$ cat config.mk
export PLATFORM = sky130hd
export DESIGN_NAME = pkunpack_unit
export DESIGN_NICKNAME = d
export VERILOG_FILES = /design/src/rtl/pkunpack_pkg.sv /design/src/rtl/pkunpack_decode.sv /design/src/rtl/pkunpack_halfsel.sv /design/src/rtl/pkunpack_interleave.sv /design/src/rtl/pkunpack_unit.sv
export SDC_FILE = /design/constraint.sdc
export NUM_CORES = 1
export LEC_CHECK = 0
export ABC_AREA = 1
export BUFFER_PORTS_ARGS = -buffer_cell sky130_fd_sc_hd__buf_4
export CORE_MARGIN = 5
export CORE_UTILIZATION = 49
export CTS_CLUSTER_SIZE = 25
export DETAILED_ROUTE_END_ITERATION = 10
export GPL_ROUTABILITY_DRIVEN = 0
export PLACE_DENSITY_LB_ADDON = 0.12
export SETUP_SLACK_MARGIN = 0.2
export SYNTH_ARGS = -nofsm -noshare
export SYNTH_HDL_FRONTEND = slang
export SYNTH_SLANG_ARGS = --single-unit
$ cat constraint.sdc
create_clock -name clk -period 1.2 [get_ports clk]
set_input_delay 0.06 -clock clk [delete_from_list [all_inputs] [get_ports clk]]
set_output_delay 0.06 -clock clk [all_outputs]
set_load 0.01 [all_outputs]
$ cat src/rtl/pkunpack_pkg.sv
package pkunpack_pkg;

   // Opcode values; the bit pattern carries size (low bits) and half (bit 3)
   localparam logic [7:0] OPC_LO_BW = 8'h60;
   localparam logic [7:0] OPC_LO_WD = 8'h61;
   localparam logic [7:0] OPC_LO_DQ = 8'h62;
   localparam logic [7:0] OPC_HI_BW = 8'h68;
   localparam logic [7:0] OPC_HI_WD = 8'h69;
   localparam logic [7:0] OPC_HI_DQ = 8'h6A;

   localparam int NUM_ESIZE = 3;

   typedef enum logic [1:0] {
      ESZ_BYTE  = 2'd0,
      ESZ_WORD  = 2'd1,
      ESZ_DWORD = 2'd2
   } esize_e;

   typedef struct packed {
      logic   legal;
      logic   upper;
      esize_e esize;
   } unpk_ctl_t;

endpackage

$ cat src/rtl/pkunpack_decode.sv
module pkunpack_decode
   import pkunpack_pkg::*;
#(
   parameter int OPC_W = 8
) (
   input  logic [OPC_W-1:0] opcode,
   output unpk_ctl_t        ctl
);

   generate
      if (OPC_W != 8) begin : g_bad_opc_w
         $error("pkunpack_decode: OPC_W must be 8");
      end
   endgenerate

   always_comb begin
      ctl = '{legal: 1'b0, upper: 1'b0, esize: ESZ_BYTE};
      case (opcode)
         OPC_LO_BW: ctl = '{legal: 1'b1, upper: 1'b0, esize: ESZ_BYTE};
         OPC_LO_WD: ctl = '{legal: 1'b1, upper: 1'b0, esize: ESZ_WORD};
         OPC_LO_DQ: ctl = '{legal: 1'b1, upper: 1'b0, esize: ESZ_DWORD};
         OPC_HI_BW: ctl = '{legal: 1'b1, upper: 1'b1, esize: ESZ_BYTE};
         OPC_HI_WD: ctl = '{legal: 1'b1, upper: 1'b1, esize: ESZ_WORD};
         OPC_HI_DQ: ctl = '{legal: 1'b1, upper: 1'b1, esize: ESZ_DWORD};
         default:   ctl = '{legal: 1'b0, upper: 1'b0, esize: ESZ_BYTE};
      endcase
   end

endmodule

$ cat src/rtl/pkunpack_halfsel.sv
module pkunpack_halfsel #(
   parameter int DATA_W = 64
) (
   input  logic [DATA_W-1:0]   word_in,
   input  logic                upper,
   output logic [DATA_W/2-1:0] half_out
);

   localparam int HALF_W = DATA_W / 2;

   generate
      if (DATA_W % 2 != 0) begin : g_bad_data_w
         $error("pkunpack_halfsel: DATA_W must be even");
      end
   endgenerate

   assign half_out = upper ? word_in[DATA_W-1:HALF_W] : word_in[HALF_W-1:0];

endmodule

$ cat src/rtl/pkunpack_interleave.sv
module pkunpack_interleave #(
   parameter int HALF_W = 32,
   parameter int ELEM_W = 8
) (
   input  logic [HALF_W-1:0]   lo_half,
   input  logic [HALF_W-1:0]   hi_half,
   output logic [2*HALF_W-1:0] merged
);

   localparam int N_ELEM = HALF_W / ELEM_W;

   generate
      if (HALF_W % ELEM_W != 0) begin : g_bad_elem_w
         $error("pkunpack_interleave: HALF_W must be a multiple of ELEM_W");
      end
      for (genvar i = 0; i < N_ELEM; i++) begin : g_elem
         assign merged[(2*i)*ELEM_W   +: ELEM_W] = lo_half[i*ELEM_W +: ELEM_W];
         assign merged[(2*i+1)*ELEM_W +: ELEM_W] = hi_half[i*ELEM_W +: ELEM_W];
      end
   endgenerate

endmodule

$ cat src/rtl/pkunpack_unit.sv
module pkunpack_unit
   import pkunpack_pkg::*;
#(
   parameter int BYTE_W = 8,
   parameter int LANES  = 8,
   parameter int OPC_W  = 8
) (
   input  logic                    clk,
   input  logic                    rst_n,
   input  logic                    in_valid,
   input  logic [OPC_W-1:0]        in_opcode,
   input  logic [BYTE_W*LANES-1:0] in_dst,
   input  logic [BYTE_W*LANES-1:0] in_src,
   output logic                    out_valid,
   output logic [BYTE_W*LANES-1:0] out_result,
   output logic                    out_illegal
);

   localparam int DATA_W = BYTE_W * LANES;
   localparam int HALF_W = DATA_W / 2;

   generate
      if (LANES < 8 || LANES % 8 != 0) begin : g_bad_lanes
         $error("pkunpack_unit: LANES must be a multiple of 8");
      end
      if (BYTE_W < 1) begin : g_bad_byte_w
         $error("pkunpack_unit: BYTE_W must be positive");
      end
   endgenerate

   // ---------------- stage 1: decode and half selection ----------------
   unpk_ctl_t          dec_ctl;
   logic [HALF_W-1:0]  dst_half;
   logic [HALF_W-1:0]  src_half;

   pkunpack_decode #(.OPC_W(OPC_W)) decode_i (
      .opcode (in_opcode),
      .ctl    (dec_ctl)
   );

   pkunpack_halfsel #(.DATA_W(DATA_W)) dst_sel_i (
      .word_in  (in_dst),
      .upper    (dec_ctl.upper),
      .half_out (dst_half)
   );

   pkunpack_halfsel #(.DATA_W(DATA_W)) src_sel_i (
      .word_in  (in_src),
      .upper    (dec_ctl.upper),
      .half_out (src_half)
   );

   logic              s1_valid;
   unpk_ctl_t         s1_ctl;
   logic [HALF_W-1:0] s1_dst;
   logic [HALF_W-1:0] s1_src;

   always_ff @(posedge clk or negedge rst_n) begin
      if (!rst_n) begin
         s1_valid <= 1'b0;
         s1_ctl   <= '{legal: 1'b0, upper: 1'b0, esize: ESZ_BYTE};
         s1_dst   <= '0;
         s1_src   <= '0;
      end else begin
         s1_valid <= in_valid;
         s1_ctl   <= dec_ctl;
         s1_dst   <= dst_half;
         s1_src   <= src_half;
      end
   end

   // ---------------- stage 2: shuffle networks and result ----------------
   logic [DATA_W-1:0] shuf [NUM_ESIZE];

   generate
      for (genvar s = 0; s < NUM_ESIZE; s++) begin : g_esize
         localparam int ELEM_W = BYTE_W << s;
         pkunpack_interleave #(.HALF_W(HALF_W), .ELEM_W(ELEM_W)) ilv_i (
            .lo_half (s1_dst),
            .hi_half (s1_src),
            .merged  (shuf[s])
         );
      end
   endgenerate

   logic [DATA_W-1:0] shuf_pick;
   logic [DATA_W-1:0] res_next;

   always_comb begin
      case (s1_ctl.esize)
         ESZ_BYTE:  shuf_pick = shuf[0];
         ESZ_WORD:  shuf_pick = shuf[1];
         ESZ_DWORD: shuf_pick = shuf[2];
         default:   shuf_pick = '0;
      endcase
      res_next = (s1_valid && s1_ctl.legal) ? shuf_pick : '0;
   end

   always_ff @(posedge clk or negedge rst_n) begin
      if (!rst_n) begin
         out_valid   <= 1'b0;
         out_illegal <= 1'b0;
         out_result  <= '0;
      end else begin
         out_valid   <= s1_valid;
         out_illegal <= s1_valid && !s1_ctl.legal;
         out_result  <= res_next;
      end
   end

endmodule

* Word level (Yosys, flattened, before mapping)
Index checks and enable logic that the tools add are counted.
Storage, ports and cells: flip-flop bits (word level) 134, latch bits 0, RAM bits 0, memory bits (read-only) 0, output and inout bits 66, memories 0
Cells by class: add/subtract/negate cells 0, multiply operators 0, divide/modulo/power cells 0, magnitude comparators 0, equality and inequality tests 8, shifts and indexed selects 0, muxes and demuxes 5, bitwise gates (word level) 0, reductions and logical operators 4
Operator list (count):
- 64-bit case mux with 3 select lines | 1
- 32-bit two-way mux | 2
- 64-bit two-way mux | 1
- 8-bit by 7-bit equality test with 1-bit output, second input constant | 6
- 4-bit case mux with 6 select lines | 1
- 2-bit by 1-bit equality test with 1-bit output, second input constant | 1
- 2-bit equality test, second input constant | 1
- 1-bit logical AND | 2
- 2-bit logical NOT | 1
- 1-bit logical NOT | 1

* Logic depth before layout (Yosys ltp)
depth after elaboration 3, depth in mapped cells 7

* By module
Synthesis repeated with hierarchy kept, for this count alone.
Second synthesis, totals: cells, all modules 979, area, all modules 7956.4 um^2
Modules (own cells, without submodules):
- pkunpack_unit | times used 1, cells an instance 563, area an instance 5466.5 um^2
- pkunpack_interleave | times used 3, cells an instance 64, area an instance 480.5 um^2
- pkunpack_halfsel | times used 2, cells an instance 104, area an instance 491.7 um^2
- pkunpack_decode | times used 1, cells an instance 16, area an instance 65.1 um^2

* Worst setup path before layout
OpenSTA, ideal clock, no wires.
kind reg2reg, start register s1_ctl[0] (netlist bit), end register out_result[45], data arrival time 1.007 ns, required time 1.137 ns, slack 0.131 ns, stages on the path, launching flop included 8, buffers on the path 2, period minus slack after synthesis 1.069 ns, cell sequence dfrtp_1 buf_6 nor2_4 buf_4 nand2_1 nand3_1 nand2_1 inv_1
On the way: word-level cells in the longest chain between the ends 3, elaborated cells between the ends (all ways) 5
RTL lines:
- start: declaration | RTL line pkunpack_unit.sv:54 | unpk_ctl_t s1_ctl;
- start signal: assignment | RTL line pkunpack_unit.sv:61 | s1_ctl <= '{legal: 1'b0, upper: 1'b0, esize: ESZ_BYTE};
- start signal: assignment | RTL line pkunpack_unit.sv:66 | s1_ctl <= dec_ctl;
- 2-bit equality test, or another cell as far along | RTL line pkunpack_unit.sv:90 | case (s1_ctl.esize)
- 64-bit case mux with 3 select lines (*) | RTL line pkunpack_unit.sv:90
- 64-bit two-way mux (*) | RTL line pkunpack_unit.sv:96 | res_next = (s1_valid && s1_ctl.legal) ? shuf_pick : '0;
- named net res_next[45] | RTL line pkunpack_unit.sv:87 | logic [DATA_W-1:0] res_next;
- end signal: assignment | RTL line pkunpack_unit.sv:107 | out_result <= res_next;
- end: declaration | RTL line pkunpack_unit.sv:15 | output logic [BYTE_W*LANES-1:0] out_result,
Mark *: on every way through the listed nets, which the timed path passes. The rest lies on a longest branch.

* Final worst setup path
start register s1_ctl[1] (netlist bit), end register out_result[0]
Same word-level chain as after synthesis.

==> impl_metrics.ini <==
[run_status]
outcome = complete, but fails checks
violations = setup timing

[synthesis]
synth_area_per_cell_um2 = 9.058
synthCells = 618
ys_seq_elements = 134
synth_area_um2 = 5598
syn_nets = 757
ys_types = 20
synth-seq-area-share = 0.5990
yosys_warnings = 0

[cts]
tritoncts = done
clock_latency_ns = 0.44
numCtsBuffers = 17
clock-sinks = 134
path_clk_slew_ns = 0.08
cts-root-buf = clkbuf_16
htree_levels = 4
clock_path_buffers = 2

[floorplan]
ios = 205
die-area_um2 = 13660
dieWidth_um = 116.9
initial_core_util = 0.4945
coreArea_um2 = 11320
row_count = 39
die_y_um = 116.9

[final_layout]
fin_nets = 1115
final_common_cell = nand2_1
syn_to_final_growth_pct = 77.16
final_cell_mix = 200 x nand2_1, 184 x buf_4, 134 x dlygate4sd3_1
drive_above_1_share = 0.3492

[grt]
grt_pass1_wl_um = 33060
overflow = 0
antenna_found_initial = 2
grt_max_degree = 65
grt_use_total = 0.3225
grt_pass1_vias = 6227

[placement]
dp_hpwl_um = 11530
dp_slack_ns = -0.1423
io_buffers = 204

[worst_setup_path]
start_kind = flop
worstRegToRegCells = 4
timing.rr.start = s1_ctl[1]
path_cells = buf_4 -> nand2_8 -> nand2_8 -> nor2_1
reg2reg_to = out_result[0]
critPathKind = flop to flop
end_kind = flop
crit_arrival_ns = 1.75
cp_slowest_stage_delay_ns = 0.50
r2r_setup_slack_ns = -0.25
crit_slowest_cell = dfrtp_2
critPathMostFrequentCell = nand2_8
path_buf_inv = 1
cp.required_ns = 1.50
path_delay_family = simple AND/OR/NAND/NOR gates
path_max_fanout = 16

[hold_path]
hold_depth = 4
min-delay-path-class = input port to flop
min-delay-start = in_opcode[1]
hold_end = s1_ctl[1]

[route]
drt_pass1_iterations = 8
dr_wl_met3_um = 3916
wire_per_inst_um = 25.64
drtAntennaViolNets = 0
routed_wl_um = 29100
avgViaCountPerCell = 6.089
drc_errors = 0
dr_wl_met2_um = 13010
maxUsedRoutingLayer = met4
vias = 6911
drt_iter0_markers = 1018
wl_met1_um = 9201

[sta]
setup_viol = 31
rsz0062_at_grt = true
relSlewSlack = 0.7098
fin_skew_ns = 0.02089
slew_viol_final = 0
layout_setup_ws_ns = -0.2511
timing.fmax_mhz = 689.1
hold_viol = 0
finalCriticalPeriod_ns = 1.451
worst_slew_pin_slew_ns = 0.4337
period_share = 1.209

[power_and_ir_drop]
p_leak_nw = 5.178
powerDensity_nw_per_um2 = 1190
max-vdd-ir-drop_uv = 807.2
total_power_mw = 11.80

[flow_run]
drv_cap = 0
[metrics by stage]
stage | instances | hold slack (ns) | instance area, um2 | TNS [ns] | utilization
after floorplan | 618 | -0.2356 | 5650 | 0 | -
after global placement | 944 | -0.03659 | 7312 | -1.515 | 0.6459
after detailed placement | 944 | -0.03507 | 7312 | -3.990 | 0.6459
after CTS | 1118 | 0.08195 | 9470 | 0 | 0.8365
after global routing | 1134 | 0.07543 | 9915 | -2.575 | 0.8758
final | 1135 | 0.05808 | 9917 | -1.738 | 0.8760
[worst max path at each step]
stage	from	end	slack [ns]	cells after the start
floorplan	s1_ctl[0]	out_result[22]	0.15	7
global placement	s1_ctl[1]	out_result[36]	-0.06	4
detailed placement	s1_ctl[1]	out_result[28]	-0.14	4
CTS	s1_ctl[0]	out_result[19]	0.01	7
global route	s1_ctl[1]	out_result[6]	-0.30	4
finish	s1_ctl[1]	out_result[0]	-0.25	4
[power breakdown]
group	switching [mW]	internal [mW]	total (mW)
registers	0.123	4.66	4.78
logic	0.699	0.780	1.48
clock network	2.13	3.42	5.55
total	2.95	8.86	11.8
[layout make-up]
cell class                 instances  area (um2)
sequential                       134        3356
inverter                          41       163.9
tap                              143       178.9
antenna                            4       10.01
clock buffer                      23       478.0
timing repair buffer             375        3538
fill                             469        1404
multi-input combinational        406        2063
timing repair inverter             1       6.256
clock inverter                     8       122.6
[Yosys cell counts]
master	count	share of area
buf_6	9	0.018
nand2_1	215	0.14
inv_1	36	0.024
a21oi_1	22	0.020
nor2_4	1	0.0020
nor2_8	1	0.0036
nand2_4	2	0.0040
a21oi_2	10	0.016
inv_6	1	0.0016
nand2_2	2	0.0022
dfrtp_1	134	0.60
inv_2	3	0.0020
clkinv_1	1	0.00067
buf_2	14	0.013
nand3_1	128	0.11
clkbuf_1	3	0.0020
buf_4	13	0.017
or2_2	1	0.0011
nor2_2	2	0.0022
nor2_1	20	0.013
[logic make-up (layout without fill, tap and decap cells)]
family                 count (synthesis)  after routing  share of synthesized area
AOI/OAI and AO/OA                     32             32                    0.03532
other                                  0              4                          0
and+or+nand+nor                      372            374                     0.2872
DFF                                  134            134                     0.5990
buffers and inverters                 80            448                    0.07845
[worst register-to-register path, delay by kind of cell, from the launching register on]
family	cells	cell delay (ns)
DFF	1	0.50
buffers and inverters	1	0.20
and+or+nand+nor	3	0.63
[per-layer routing]
metal / up-vias / GRT usage
met4: 0 / 0.1758
met3: 283 / 0.09923
met2: 776 / 0.5044
met5: - / 0
li1: 2683 / -
met1: 3169 / 0.4026
[registers in the layout, indices dropped and copies added (netlist names)]
| signal | flops |
|---|---|
| out_result | 64 |
| s1_dst | 32 |
| s1_src | 32 |
| s1_ctl | 3 |
| out_illegal | 1 |
| out_valid | 1 |
| s1_valid | 1 |
[timing repair]
item,4_1_cts,5_1_grt
cloned,3,10
hold endpoints to repair,202,3
pin swaps,2,7
endpoints found under the setup margin,70,154
hold buffers,133,3
buffers inserted,7,2
gates resized for setup,32,56
Power figures use the tool's default switching activity.
